[config.mk]
export PLATFORM = sky130hd
export DESIGN_NAME = pkt_dma_seq
export DESIGN_NICKNAME = d
export VERILOG_FILES = /design/src/rtl/pds_pkg.sv /design/src/rtl/pds_timer.sv /design/src/rtl/pds_word_ctr.sv /design/src/rtl/pds_status_decode.sv /design/src/rtl/pkt_dma_seq.sv
export SDC_FILE = /design/constraint.sdc
export NUM_CORES = 1
export LEC_CHECK = 0
export BUFFER_PORTS_ARGS = -buffer_cell sky130_fd_sc_hd__buf_2
export CORE_MARGIN = 2
export CORE_UTILIZATION = 45
export DETAILED_ROUTE_END_ITERATION = 7
export PLACE_DENSITY = 0.73
export SLEW_MARGIN = 20
export SYNTH_ARGS = -nofsm -noshare
export SYNTH_HDL_FRONTEND = slang
export SYNTH_HIERARCHICAL = 1
export SYNTH_SLANG_ARGS = --single-unit
[constraint.sdc]
create_clock -name clk -period 4.7 [get_ports clk]
set_input_delay 0.94 -clock clk [delete_from_list [all_inputs] [get_ports clk]]
set_output_delay 0.94 -clock clk [all_outputs]
set_load 0.1 [all_outputs]
[src/rtl/pds_pkg.sv]
// Shared types and helpers for the packet-DMA sequencer.
// Assumes: cycle conversion rounds up and never yields less than one cycle.
package pds_pkg;

    typedef enum logic [3:0] {
        S_IDLE, S_SETTLE, S_CHK_A, S_SEND, S_PIO_WAIT,
        S_CHK_B, S_IRQ_WAIT, S_XFER, S_DONE
    } seq_state_t;

    typedef enum logic [2:0] {
        EX_NONE       = 3'd0,
        EX_IDLE       = 3'd1,
        EX_QDONE_IRQ  = 3'd2,
        EX_QDONE_POLL = 3'd3,
        EX_REL_IRQ    = 3'd4,
        EX_REL_POLL   = 3'd5,
        EX_SERVICE    = 3'd6
    } exit_t;

    // Nanoseconds to whole clock cycles, rounded up, at least one.
    function automatic int ns_to_cycles(input int ns, input int period_ns);
        int c;
        c = (ns + period_ns - 1) / period_ns;
        return (c < 1) ? 1 : c;
    endfunction

endpackage

[src/rtl/pds_timer.sv]
// Loadable down-counter used for the settle and PIO waits.
// Assumes: load has priority; expired is high while the count is zero.
module pds_timer #(
    parameter int W = 6
) (
    input  logic         clk,
    input  logic         rst_n,
    input  logic         load,
    input  logic [W-1:0] load_val,
    output logic         expired
);
    logic [W-1:0] cnt;

    // Load a new wait length or count down to zero and hold.
    always_ff @(posedge clk) begin
        if (!rst_n)          cnt <= '0;
        else if (load)       cnt <= load_val;
        else if (cnt != '0)  cnt <= cnt - 1'b1;
    end

    assign expired = (cnt == '0);
endmodule

[src/rtl/pds_word_ctr.sv]
// Packet word index counter; saturates at the last word.
// Assumes: clear and step are never asserted together.
module pds_word_ctr #(
    parameter int WORDS = 6,
    parameter int IW    = 3
) (
    input  logic          clk,
    input  logic          rst_n,
    input  logic          clear,
    input  logic          step,
    output logic [IW-1:0] idx,
    output logic          last
);
    // Advance one word per step, restart on clear.
    always_ff @(posedge clk) begin
        if (!rst_n)                idx <= '0;
        else if (clear)            idx <= '0;
        else if (step && !last)    idx <= idx + 1'b1;
    end

    assign last = (idx == IW'(WORDS - 1));
endmodule

[src/rtl/pds_status_decode.sv]
// Decodes one status read into the next action of a status-check phase.
// Assumes: phase_b selects the post-packet check; the outputs are only used
// in a cycle where the status-read strobe is high.
module pds_status_decode
    import pds_pkg::*;
(
    input  logic  phase_b,
    input  logic  bsy,
    input  logic  drq,
    input  logic  rel,
    input  logic  serv,
    input  logic  dmarq,
    input  logic  nien,
    input  logic  queue_pending,
    output logic  go_send,
    output logic  go_xfer,
    output logic  go_exit,
    output exit_t code
);
    // Priority decode of status bits into send, transfer or an exit code.
    always_comb begin
        go_send = 1'b0;
        go_xfer = 1'b0;
        go_exit = 1'b0;
        code    = EX_NONE;
        if (!bsy) begin
            if (!phase_b) begin
                if (drq) begin
                    go_send = 1'b1;
                end else if (!rel && !serv) begin
                    go_exit = 1'b1;
                    code    = EX_IDLE;
                end
            end else if (drq) begin
                go_xfer = dmarq && nien;
            end else begin
                go_exit = 1'b1;
                if (serv)               code = EX_SERVICE;
                else if (rel)           code = nien ? EX_REL_POLL : EX_REL_IRQ;
                else if (queue_pending) code = nien ? EX_QDONE_POLL : EX_QDONE_IRQ;
                else                    code = EX_IDLE;
            end
        end
    end
endmodule

[src/rtl/pkt_dma_seq.sv]
// Host sequencer for one packet command with DMA data phase.
// Assumes: status bits are valid in the cycle stat_rd is high; the DMA engine
// is armed by the host before the device raises DMARQ; one command at a time.
module pkt_dma_seq
    import pds_pkg::*;
#(
    parameter int CLK_PERIOD_NS = 8,
    parameter int SETTLE_NS     = 400,
    parameter int PIO_CYCLE_NS  = 120,
    parameter int PKT_BYTES     = 12,
    localparam int WORDS        = (PKT_BYTES + 1) / 2,
    localparam int IW           = (WORDS > 1) ? $clog2(WORDS) : 1
) (
    input  logic          clk,
    input  logic          rst_n,
    input  logic          cmd_start,
    input  logic          st_bsy,
    input  logic          st_drq,
    input  logic          st_rel,
    input  logic          st_serv,
    input  logic          st_err,
    input  logic          intrq,
    input  logic          dmarq,
    input  logic          nien,
    input  logic          queue_pending,
    input  logic          dma_done,
    input  logic          dma_term,
    output logic          stat_rd,
    output logic          alt_rd,
    output logic          data_wr,
    output logic [IW-1:0] pkt_word,
    output logic          dma_en,
    output logic          tag_rd,
    output logic          busy,
    output logic          done,
    output logic [2:0]    exit_code,
    output logic          exit_err
);
    localparam int SETTLE_CYC = ns_to_cycles(SETTLE_NS, PIO_CYCLE_NS > 0 ? CLK_PERIOD_NS : 1);
    localparam int PIO_CYC    = ns_to_cycles(PIO_CYCLE_NS, CLK_PERIOD_NS);
    localparam int MAX_CYC    = (SETTLE_CYC > PIO_CYC) ? SETTLE_CYC : PIO_CYC;
    localparam int TW         = $clog2(MAX_CYC + 1);

    seq_state_t     state_q, state_d;
    logic           entry_q, released_q;
    exit_t          exit_q;
    logic           err_q;
    logic           tmr_load, tmr_expired;
    logic [TW-1:0]  tmr_val;
    logic           ctr_clear, ctr_step, word_last;
    logic           go_send, go_xfer, go_exit;
    exit_t          dec_code;

    pds_timer #(.W(TW)) u_timer (
        .clk(clk), .rst_n(rst_n), .load(tmr_load),
        .load_val(tmr_val), .expired(tmr_expired)
    );

    pds_word_ctr #(.WORDS(WORDS), .IW(IW)) u_words (
        .clk(clk), .rst_n(rst_n), .clear(ctr_clear),
        .step(ctr_step), .idx(pkt_word), .last(word_last)
    );

    pds_status_decode u_decode (
        .phase_b(state_q == S_CHK_B), .bsy(st_bsy), .drq(st_drq),
        .rel(st_rel), .serv(st_serv), .dmarq(dmarq), .nien(nien),
        .queue_pending(queue_pending), .go_send(go_send),
        .go_xfer(go_xfer), .go_exit(go_exit), .code(dec_code)
    );

    // Next-state selection together with timer and word-counter controls.
    always_comb begin
        state_d   = state_q;
        tmr_load  = 1'b0;
        tmr_val   = '0;
        ctr_clear = 1'b0;
        ctr_step  = 1'b0;
        case (state_q)
            S_IDLE: if (cmd_start) begin
                state_d  = S_SETTLE;
                tmr_load = 1'b1;
                tmr_val  = TW'(SETTLE_CYC - 1);
            end
            S_SETTLE: if (tmr_expired) state_d = S_CHK_A;
            S_CHK_A: begin
                if (go_send) begin
                    state_d   = S_SEND;
                    ctr_clear = 1'b1;
                end else if (go_exit) begin
                    state_d = S_DONE;
                end
            end
            S_SEND: begin
                if (!word_last) begin
                    ctr_step = 1'b1;
                end else if (nien) begin
                    state_d  = S_PIO_WAIT;
                    tmr_load = 1'b1;
                    tmr_val  = TW'(PIO_CYC - 1);
                end else begin
                    state_d = S_IRQ_WAIT;
                end
            end
            S_PIO_WAIT: if (tmr_expired) state_d = S_CHK_B;
            S_CHK_B: begin
                if (go_xfer)      state_d = S_XFER;
                else if (go_exit) state_d = S_DONE;
            end
            S_IRQ_WAIT: begin
                if (dmarq)               state_d = S_XFER;
                else if (intrq && !nien) state_d = S_CHK_B;
            end
            S_XFER: begin
                if ((dma_done && nien) || (!dma_done && dma_term)) begin
                    state_d  = S_PIO_WAIT;
                    tmr_load = 1'b1;
                    tmr_val  = TW'(PIO_CYC - 1);
                end else if (dma_done) begin
                    state_d = S_IRQ_WAIT;
                end
            end
            S_DONE:  state_d = S_IDLE;
            default: state_d = S_IDLE;
        endcase
    end

    // State register and one-cycle state-entry marker.
    always_ff @(posedge clk) begin
        if (!rst_n) begin
            state_q <= S_IDLE;
            entry_q <= 1'b0;
        end else begin
            state_q <= state_d;
            entry_q <= (state_d != state_q);
        end
    end

    // Remember whether any status read of this command reported a bus release.
    always_ff @(posedge clk) begin
        if (!rst_n)                             released_q <= 1'b0;
        else if (state_q == S_IDLE && cmd_start) released_q <= 1'b0;
        else if (stat_rd && st_rel)             released_q <= 1'b1;
    end

    // Capture exit code and error on completion; clear them on a new command.
    always_ff @(posedge clk) begin
        if (!rst_n) begin
            exit_q <= EX_NONE;
            err_q  <= 1'b0;
        end else if (state_q == S_IDLE && cmd_start) begin
            exit_q <= EX_NONE;
            err_q  <= 1'b0;
        end else if (state_d == S_DONE && state_q != S_DONE) begin
            exit_q <= dec_code;
            err_q  <= st_err;
        end
    end

    assign stat_rd   = (state_q == S_CHK_A) || (state_q == S_CHK_B);
    assign alt_rd    = (state_q == S_PIO_WAIT) && entry_q;
    assign data_wr   = (state_q == S_SEND);
    assign dma_en    = (state_q == S_XFER);
    assign tag_rd    = (state_q == S_XFER) && entry_q && released_q;
    assign busy      = (state_q != S_IDLE) && (state_q != S_DONE);
    assign done      = (state_q == S_DONE);
    assign exit_code = exit_q;
    assign exit_err  = err_q;
endmodule

After elaboration in Yosys (flattened, before gate mapping)
Cells that the tools add are included.
- bits in registers: 19
- input bits: 14
- output and inout port bits: 14
- word-level logic and storage cells: 99
- add/subtract/negate cells: 2
- equality and inequality tests: 12
- muxes and demuxes: 50
- bitwise operators: 1
- reductions and logical operators: 27
- operators by type and width (kind ; count):
    4-bit 2-to-1 mux ; 14
    4-bit case mux with 8 select lines ; 1
    1-bit 2-to-1 mux ; 22
    3-bit 2-to-1 mux ; 7
    6-bit 2-to-1 mux ; 3
    6-bit case mux with 3 select lines ; 1
    4-bit by 3-bit equality test with 1-bit output (second input constant) ; 4
    1-bit logical AND ; 13
    4-bit by 2-bit equality test with 1-bit output (second input constant) ; 2
    4-bit equality test (second input constant) ; 2
    6-bit zero test ; 1
    6-bit nonzero test ; 1
    6-bit by 1-bit subtractor with 6-bit output (second input constant) ; 1
    1-bit zero test ; 5
    4-bit by 1-bit equality test with 1-bit output (second input constant) ; 1
    4-bit zero test ; 1
    4-bit != test ; 1
    4-bit != test (second input constant) ; 1
    4-bit nonzero test ; 1
    2-bit OR reduction ; 2
    3-bit by 1-bit adder with 3-bit output (second input constant) ; 1
    3-bit equality test (second input constant) ; 1
    1-bit case mux with 3 select lines ; 1
    1-bit logical OR ; 2
    other kinds (3) ; 3

Longest topological paths before layout
Gate-level depths: netlist (run 1).
- depth in word-level cells: 11
- mapped depth: 9
- mapped depth without buffers: 9

Cells and area by module
Netlist (run 1), hierarchy kept.
- by module, submodules not included (module ; instances ; cells each ; area each (um^2) ; sequential area each (um^2)):
    pkt_dma_seq ; 1 ; 90 ; 747.0 ; 200.2
    pds_timer ; 1 ; 43 ; 356.6 ; 120.1
    pds_word_ctr ; 1 ; 17 ; 185.2 ; 60.1
    pds_status_decode ; 1 ; 14 ; 108.9 ; 0.0

Worst setup path after synthesis (run 1)
Ideal clock, no wire load.
- path kind: register to output
- from: register state_q[2]
- to: output done
- arrival: 2.708 ns
- required time: 3.760 ns
- path slack: 1.052 ns
- cell stages (with the launch flop): 4
- path buffers: 1
- cells stage by stage: dfxtp_1 buf_4 or3_1 nor2_1
- longest elaborated chain between the ends: 1
- ends and longest elaborated chain (what ; line ; source):
    from (decl) ; pkt_dma_seq.sv:44 ; seq_state_t state_q, state_d;
    from (signal assigned) ; pkt_dma_seq.sv:133 ; state_q <= state_d;
    4-bit equality test ; pkt_dma_seq.sv:165 ; assign done = (state_q == S_DONE);
    to (decl) ; pkt_dma_seq.sv:35 ; output logic done,
Every way passes these cells.

Worst setup path in the final report (run 1)
- from: register state_q[2]
- to: output tag_rd
- longest elaborated chain between the ends: 3
- ends and longest elaborated chain (what ; line ; source):
    4-bit by 3-bit equality test with 1-bit output ; pkt_dma_seq.sv:163 ; assign tag_rd = (state_q == S_XFER) && entry_q && released_q;
    1-bit logical AND (2 in series) ; pkt_dma_seq.sv:163 ;
    to (decl) ; pkt_dma_seq.sv:33 ; output logic tag_rd,
Every way passes these cells.

==> results.md, run 1 <==
- Clk root buf: clkbuf_4
- Area growth syn-to-layout: 11.6%
- Crit path launch type: flip-flop
- H-tree lvl count: 1
- Die Span X: 59.7 microns
- Hold-fix buffers, CTS: 0
- Post-Syn Area per Cell: 8.52 sq um
- Synth async-reset ratio: 0%
- Worst setup EP type: output pin
- Fin. max-slew vios: 0
- # setup viols final: 0
- Largest net degree at the start of global routing: 25
- CTS tree: built
- Comb pwr share: 51.9%
- TritonRoute pass-1 iters: 5
- CTS buffer count: 3
- Most frequent cells in the layout: 27 x buf_2, 19 x dfxtp_1, 15 x nor2_1
- Reg2reg start: state_q[0]
- ANT nets after route: 0
- Max_slew headroom: 66.4%
- DR WL/cell: 14.8 microns
- Worst Tran Pin Value: 0.504 ns
- Clock Skews: 0.000856 ns
- Leading post-synthesis cells by cell area: dfxtp_1 27%, mux2i_1 5.7%, nor2_1 4.0%
- FILL cells: 295
- Crit path DAT: 2.00 ns
- Latest clock arrival within the worst-skew pair: 0.31 ns
- Clock sink count: 19
- Synthesized area: 0.00140 sq mm
- Final Util: 52.0%
- DRC: 0
- Mapped Nets: 182
- Seq/Total Area, Yosys: 27.2%
- Pwr Density: 444 mW/mm^2
- Post-synthesis cell type count: 55
- Placed inst area: 0.00153 sq mm
- RSZ-0062 raised after global routing: false
- Core outline area: 0.00300 sq mm
- Fmax achieved: 0.340 GHz
- Post-synth top area cell: dfxtp_1
- Postcts setup bufs: 0
- Crit path max fanout: 18
- Inserted Diodes: 0
- #FFs+latches synth: 19
- IO Count: 28
- Nets: 207
- Switching part of the total: 48.1%
- # Max-Cap Violations: 0
- Clock Power Share: 12.7%
- Seq pwr share: 35.4%
- Hold Fails Final Rpt: 0
- Number of placement rows: 20
- Longest Clk Path Bufs: 2
- Initial antenna violation count: 0
- Sw power: 333 uW
- Most common cell after layout, fill and taps aside: buf_2
- Setup_tns: 0 ns
- CTS clk-pin slew, worst paths: 0.12 ns
- Worst setup path category: flip-flop to output pin
- Cells after synthesis: 164
- Final WL: 3.27 mm
- Data required, critical path: 3.76 ns
- Share of layout cells above drive strength 1: 20.7%
- GPL Wtd Cong: 0.862
- Worst setup path start: state_q[2]
- Final WS setup: 1.76 ns
- Outcome: finished clean
- Internal power: 359 uW
- PortBufs: 27
- Post_cts resized: 0
- Initial Utilization: 46.5%
- Worst min path class: flip-flop to flip-flop
- Share of the synthesized area in the top cell type: 27.2%
- Synth Flop Type: dfxtp_1
- Vert. Die Dim: 59.7 microns
- Design Area, Final: 0.00156 sq mm
- Hold_sp: u_timer/cnt[5]
- Dpl ws: 2.13 ns
- VDD IR max: 0.164 mV
- Vias in the first global route: 1209
- Final period utilization: 62.6%
- Tmin final: 2.94 ns
- Warnings, synthesis: 6
- First-pass GRT wire length: 5.38 mm
- Initial DRC count: 59
- Pleak: 0.667 nW
- DPL Wire Length: 2.46 mm
- Grt ovf: 0
- Vias per Instance: 6.03
- Total GRT Usage: 19.8%
- Vias: 1333
- EDFF count, synth: 0
- Full die area: 0.00357 sq mm
-- metrics by stage --
stage	hold slack, ns	cells	power [mW]
6_report	0.483	221	0.693
5_1_grt	0.526	221	0.739
4_1_cts	0.483	221	0.689
3_5_place_dp	0.465	217	0.602
3_3_place_gp	0.460	217	0.588
2_1_floorplan	0.429	164	0.537
-- cells in the mapped netlist (all sizes together) (2+ instances only) --
| cell type | n |
|---|---|
| nor2 | 15 |
| or3b | 5 |
| o21ai | 4 |
| nor2b | 4 |
| o21a | 4 |
| nand2 | 5 |
| xnor2 | 2 |
| and4b | 2 |
| nand3b | 6 |
| a21boi | 2 |
| o311ai | 2 |
| o211ai | 5 |
| nand3 | 10 |
| nand4 | 2 |
| and2 | 3 |
| and3 | 4 |
| a21oi | 7 |
| buf | 6 |
| dfxtp | 19 |
| inv | 11 |
| o2111ai | 2 |
| nor4b | 4 |
| ha | 4 |
| or3 | 2 |
| nand2b | 2 |
| and4bb | 2 |
| mux2i | 8 |
-- metal layers --
layer	global-route usage, %	routed length, microns	share of wire (%)	vias up
met5	0	0	0	-
li1	-	-	-	663
met4	5.71	37	1.1	0
met1	26.3	1480	45	617
met2	32.5	1540	47	48
met3	4.11	205	6.3	5
-- power groups by stage --
stage	logic [mW]	clock network, mW	registers (mW)
after global routing	0.392	0.0968	0.250
after CTS	0.356	0.0884	0.244
after global placement	0.344	0	0.244
final	0.359	0.0881	0.245
after detailed placement	0.354	0	0.248
after floorplan	0.304	0	0.233
-- kinds of logic (layout without fill, tap and decap cells) --
logic type | after synthesis | in the layout | synth area share (%)
adder cells (fa/ha/maj) | 4 | 4 | 3.58
XOR/XNOR | 3 | 3 | 1.88
buffers and inverters | 18 | 42 | 5.91
AO/OA/AOI/OAI | 36 | 36 | 20.4
multiplexers | 8 | 8 | 5.73
flip-flops | 19 | 19 | 27.2
AND/OR/NAND/NOR | 76 | 76 | 35.3
-- cell type report --
cell class / instances / area (sq um) / area share (%)
Clock inverter: 1 / 5.00 / 0.321
Inverter: 11 / 41.3 / 2.65
Tap cell: 33 / 41.3 / 2.65
Clock buffer: 3 / 22.5 / 1.44
Multi-Input combinational cell: 127 / 935 / 59.9
Timing Repair Buffer: 27 / 135 / 8.66
Sequential cell: 19 / 380 / 24.4
-- worst max-delay path, cell delays in order (launching register included) --
cell	delay, ns
dfxtp_1	0.65
and4b_1	0.42
and3_1	0.20
buf_2	0.42
-- state kept, by name (all words and copies together) (netlist names) --
signal,count
entry_q,1
exit_code,3
exit_err,1
released_q,1
state_q,4
u_timer/cnt,6
u_words/idx,3
-- path summary, 6_finish.rpt --
| check | endpoint | cells past startpoint | slack [ns] |
|---|---|---|---|
| setup / recovery | tag_rd | 3 | 1.76 |
| setup reg to reg | exit_code[0] | 6 | 2.35 |
| hold / removal | u_timer/cnt[5] | 2 | 0.48 |
| hold reg to reg | u_timer/cnt[5] | 2 | 0.48 |
(Power assumes the default switching activity.)
==> inputs of run 2 (changes only) <==
==> constraint.sdc (replaced) <==
create_clock -name clk -period 2.85 [get_ports clk]
set_input_delay 0.57 -clock clk [delete_from_list [all_inputs] [get_ports clk]]
set_output_delay 0.57 -clock clk [all_outputs]
set_load 0.1 [all_outputs]
==> results.md, run 2 (synthesis gave the netlist of run 1 again) <==
- Outcome: finished clean (unchanged)
- Full die area: 0.00357 sq mm (unchanged)
- DR WL met2: 1.52 mm (was 1.54 mm)
- Clk root buf: clkbuf_4 (unchanged)
- GPL Wtd Cong: 0.895 (was 0.862)
- Initial Utilization: 46.5% (unchanged)
- Clock Skews: 0.00761 ns (was 0.000856 ns)
- R2r setup slk: 0.53 ns (was 2.35 ns)
- Number of placement rows: 20 (unchanged)
- Placed cells: 218 (was 217)
- Nets: 208 (was 207)
- Total power: 1.14 mW (was 693 uW)
- CP max stage cell: dfxtp_1 (unchanged)
- Seq pwr share: 34.8% (was 35.4%)
- Cell-by-cell trace of the critical path: and4b_1 > and3_1 > buf_2 (unchanged)
- Clock sink count: 19 (unchanged)
- Pleak: 0.672 nW (was 0.667 nW)
- TritonRoute pass-1 iters: 5 (unchanged)
- Sw power: 541 uW (was 333 uW)
- Initial DRC count: 54 (was 59)
- Postcts setup bufs: 0 (unchanged)
- Grt ovf: 0 (unchanged)
- Vias in the first global route: 1262 (was 1209)
- CTS buffer count: 3 (unchanged)
- Comb pwr share: 53.1% (was 51.9%)
- # setup viols final: 0 (unchanged)
- DRC: 0 (unchanged)
- Vert. Die Dim: 59.7 microns (unchanged)
- Crit path launch type: flip-flop (unchanged)
- Area growth syn-to-layout: 12.6% (was 11.6%)
- M1 WL: 1.45 mm (was 1.48 mm)
- Fmax achieved: 0.393 GHz
- Design Area, Final: 0.00157 sq mm (was 0.00156 sq mm)
- # Max-Cap Violations: 0 (unchanged)
- DR top layer: met4 (unchanged)
- Max_slew headroom: 66.8% (was 66.4%)
- Worst setup EP type: output pin (unchanged)
- CTS tree: built (unchanged)
- Vias: 1354 (was 1333)
- Hold-fix buffers, CTS: 0 (unchanged)
- Hold Fails Final Rpt: 0 (unchanged)
- CTS clk-pin slew, worst paths: 0.12 ns (about the same)
- Die Span X: 59.7 microns (unchanged)
- ANT nets after route: 0 (unchanged)
- Internal power: 598 uW (was 359 uW)
- Worst min path class: flip-flop to flip-flop (unchanged)
- First-pass GRT wire length: 5.45 mm (was 5.38 mm)
- Largest net degree at the start of global routing: 25 (unchanged)
- R2R cell count: 6 (unchanged)
- Initial antenna violation count: 0 (unchanged)
- Data required, critical path: 2.28 ns (was 3.76 ns)
- Post_cts resized: 0 (unchanged)
- Total GRT Usage: 19.7% (was 19.8%)
- Crit path DAT: 1.97 ns (was 2.00 ns)
- Max FFs per register: 6 (unchanged)
- Worst Hold Depth: 2 (unchanged)
- DR WL/cell: 14.4 microns (was 14.8 microns)
- Inserted Diodes: 0 (unchanged)
- RSZ-0062 raised after global routing: false (unchanged)
- Share of layout cells above drive strength 1: 22.2% (was 20.7%)
- Most flop-heavy register: u_timer/cnt (unchanged)
- Core outline area: 0.00300 sq mm (unchanged)
- Latest clock arrival within the worst-skew pair: 0.29 ns (was 0.31 ns)
- Tmin final: 2.54 ns
- Biggest regs: u_timer/cnt x6, state_q x4 (unchanged)
- IO Count: 28 (unchanged)
- Clock Power Share: 12.1% (was 12.7%)
- Fin. max-slew vios: 0 (unchanged)
- Pwr Density: 723 mW/mm^2 (was 444 mW/mm^2)
- Vias per Instance: 6.10 (was 6.03)
- Final WL: 3.21 mm (was 3.27 mm)
- VDD IR max: 0.362 mV (was 0.164 mV)
- Final period utilization: 89.2%
- Longest Clk Path Bufs: 2 (unchanged)
- Setup_tns: 0 ns (unchanged)
- Most common cell after layout, fill and taps aside: buf_2 (unchanged)
- Routed wire length on met3: 196 microns (was 205 microns)
- Worst Tran Pin Value: 0.491 ns (was 0.504 ns)
- Crit path largest cell delay: 0.66 ns (was 0.65 ns)
- PortBufs: 27 (unchanged)
- H-tree lvl count: 1 (unchanged)
- Non-Filler Instances: 222 (was 221)
- DPL Wire Length: 2.46 mm (about the same)
- Most frequent cells in the layout: 27 x buf_2, 19 x dfxtp_1, 14 x nor2_1 (was 27 x buf_2, 19 x dfxtp_1, 15 x nor2_1)
- Switching part of the total: 47.5% (was 48.1%)
- Crit path max fanout: 18 (unchanged)
- Placed inst area: 0.00155 sq mm (was 0.00153 sq mm)
- Worst setup path category: flip-flop to output pin (unchanged)
[run 2: changes by cell type in the layout (fill, tap and decap cells not counted), sizes merged]
cell / previous run / this run
buf: 27 / 28
[run 2: final timing paths]
path,endpoint,from
min reg2reg,u_timer/cnt[5],u_timer/cnt[5]
max,tag_rd,state_q[2]
max reg2reg,exit_code[0],state_q[2]
min,u_timer/cnt[5],u_timer/cnt[5]
[run 2: area by class of cell]
| type | count | area [sq um] |
|---|---|---|
| multi-input cells | 127 | 941 |
| repair buffers | 28 | 143 |
| flip-flops and latches | 19 | 380 |
| clock buffers | 3 | 22.5 |
| well taps | 33 | 41.3 |
| fillers | 286 | 1430 |
| clock inverters | 1 | 5.00 |
| inverters | 11 | 41.3 |
[run 2: worst max-delay path, delay by kind of cell, from the launching register on]
family                 cells  cell delay (ns)
flip-flops                 1             0.66
AND/OR/NAND/NOR            2             0.59
buffers and inverters      1             0.43
[run 2: per-layer routing]
layer	up-vias	global-route usage, %
met1	632	25.6
met4	0	6.03
li1	671	-
met2	47	32.9
met3	4	3.68
met5	-	0
[run 2: power groups by stage]
| stage | clock network (mW) | logic (mW) | registers (mW) |
|---|---|---|---|
| CTS | 0.143 | 0.603 | 0.394 |
| global route | 0.156 | 0.665 | 0.407 |
| global placement | 0 | 0.586 | 0.396 |
| finish | 0.138 | 0.604 | 0.396 |
| detailed placement | 0 | 0.599 | 0.400 |
| floorplan | 0 | 0.505 | 0.384 |
[run 2: through the flow]
stage | worst slack, ns | hold WS [ns] | util (%)
after floorplan | 0.0336 | 0.429 | -
after global placement | 0.657 | 0.463 | 51.5
after detailed placement | 0.534 | 0.478 | 51.5
after CTS | 0.291 | 0.499 | 52.4
after global routing | 0.171 | 0.525 | 52.4
final | 0.308 | 0.497 | 52.4
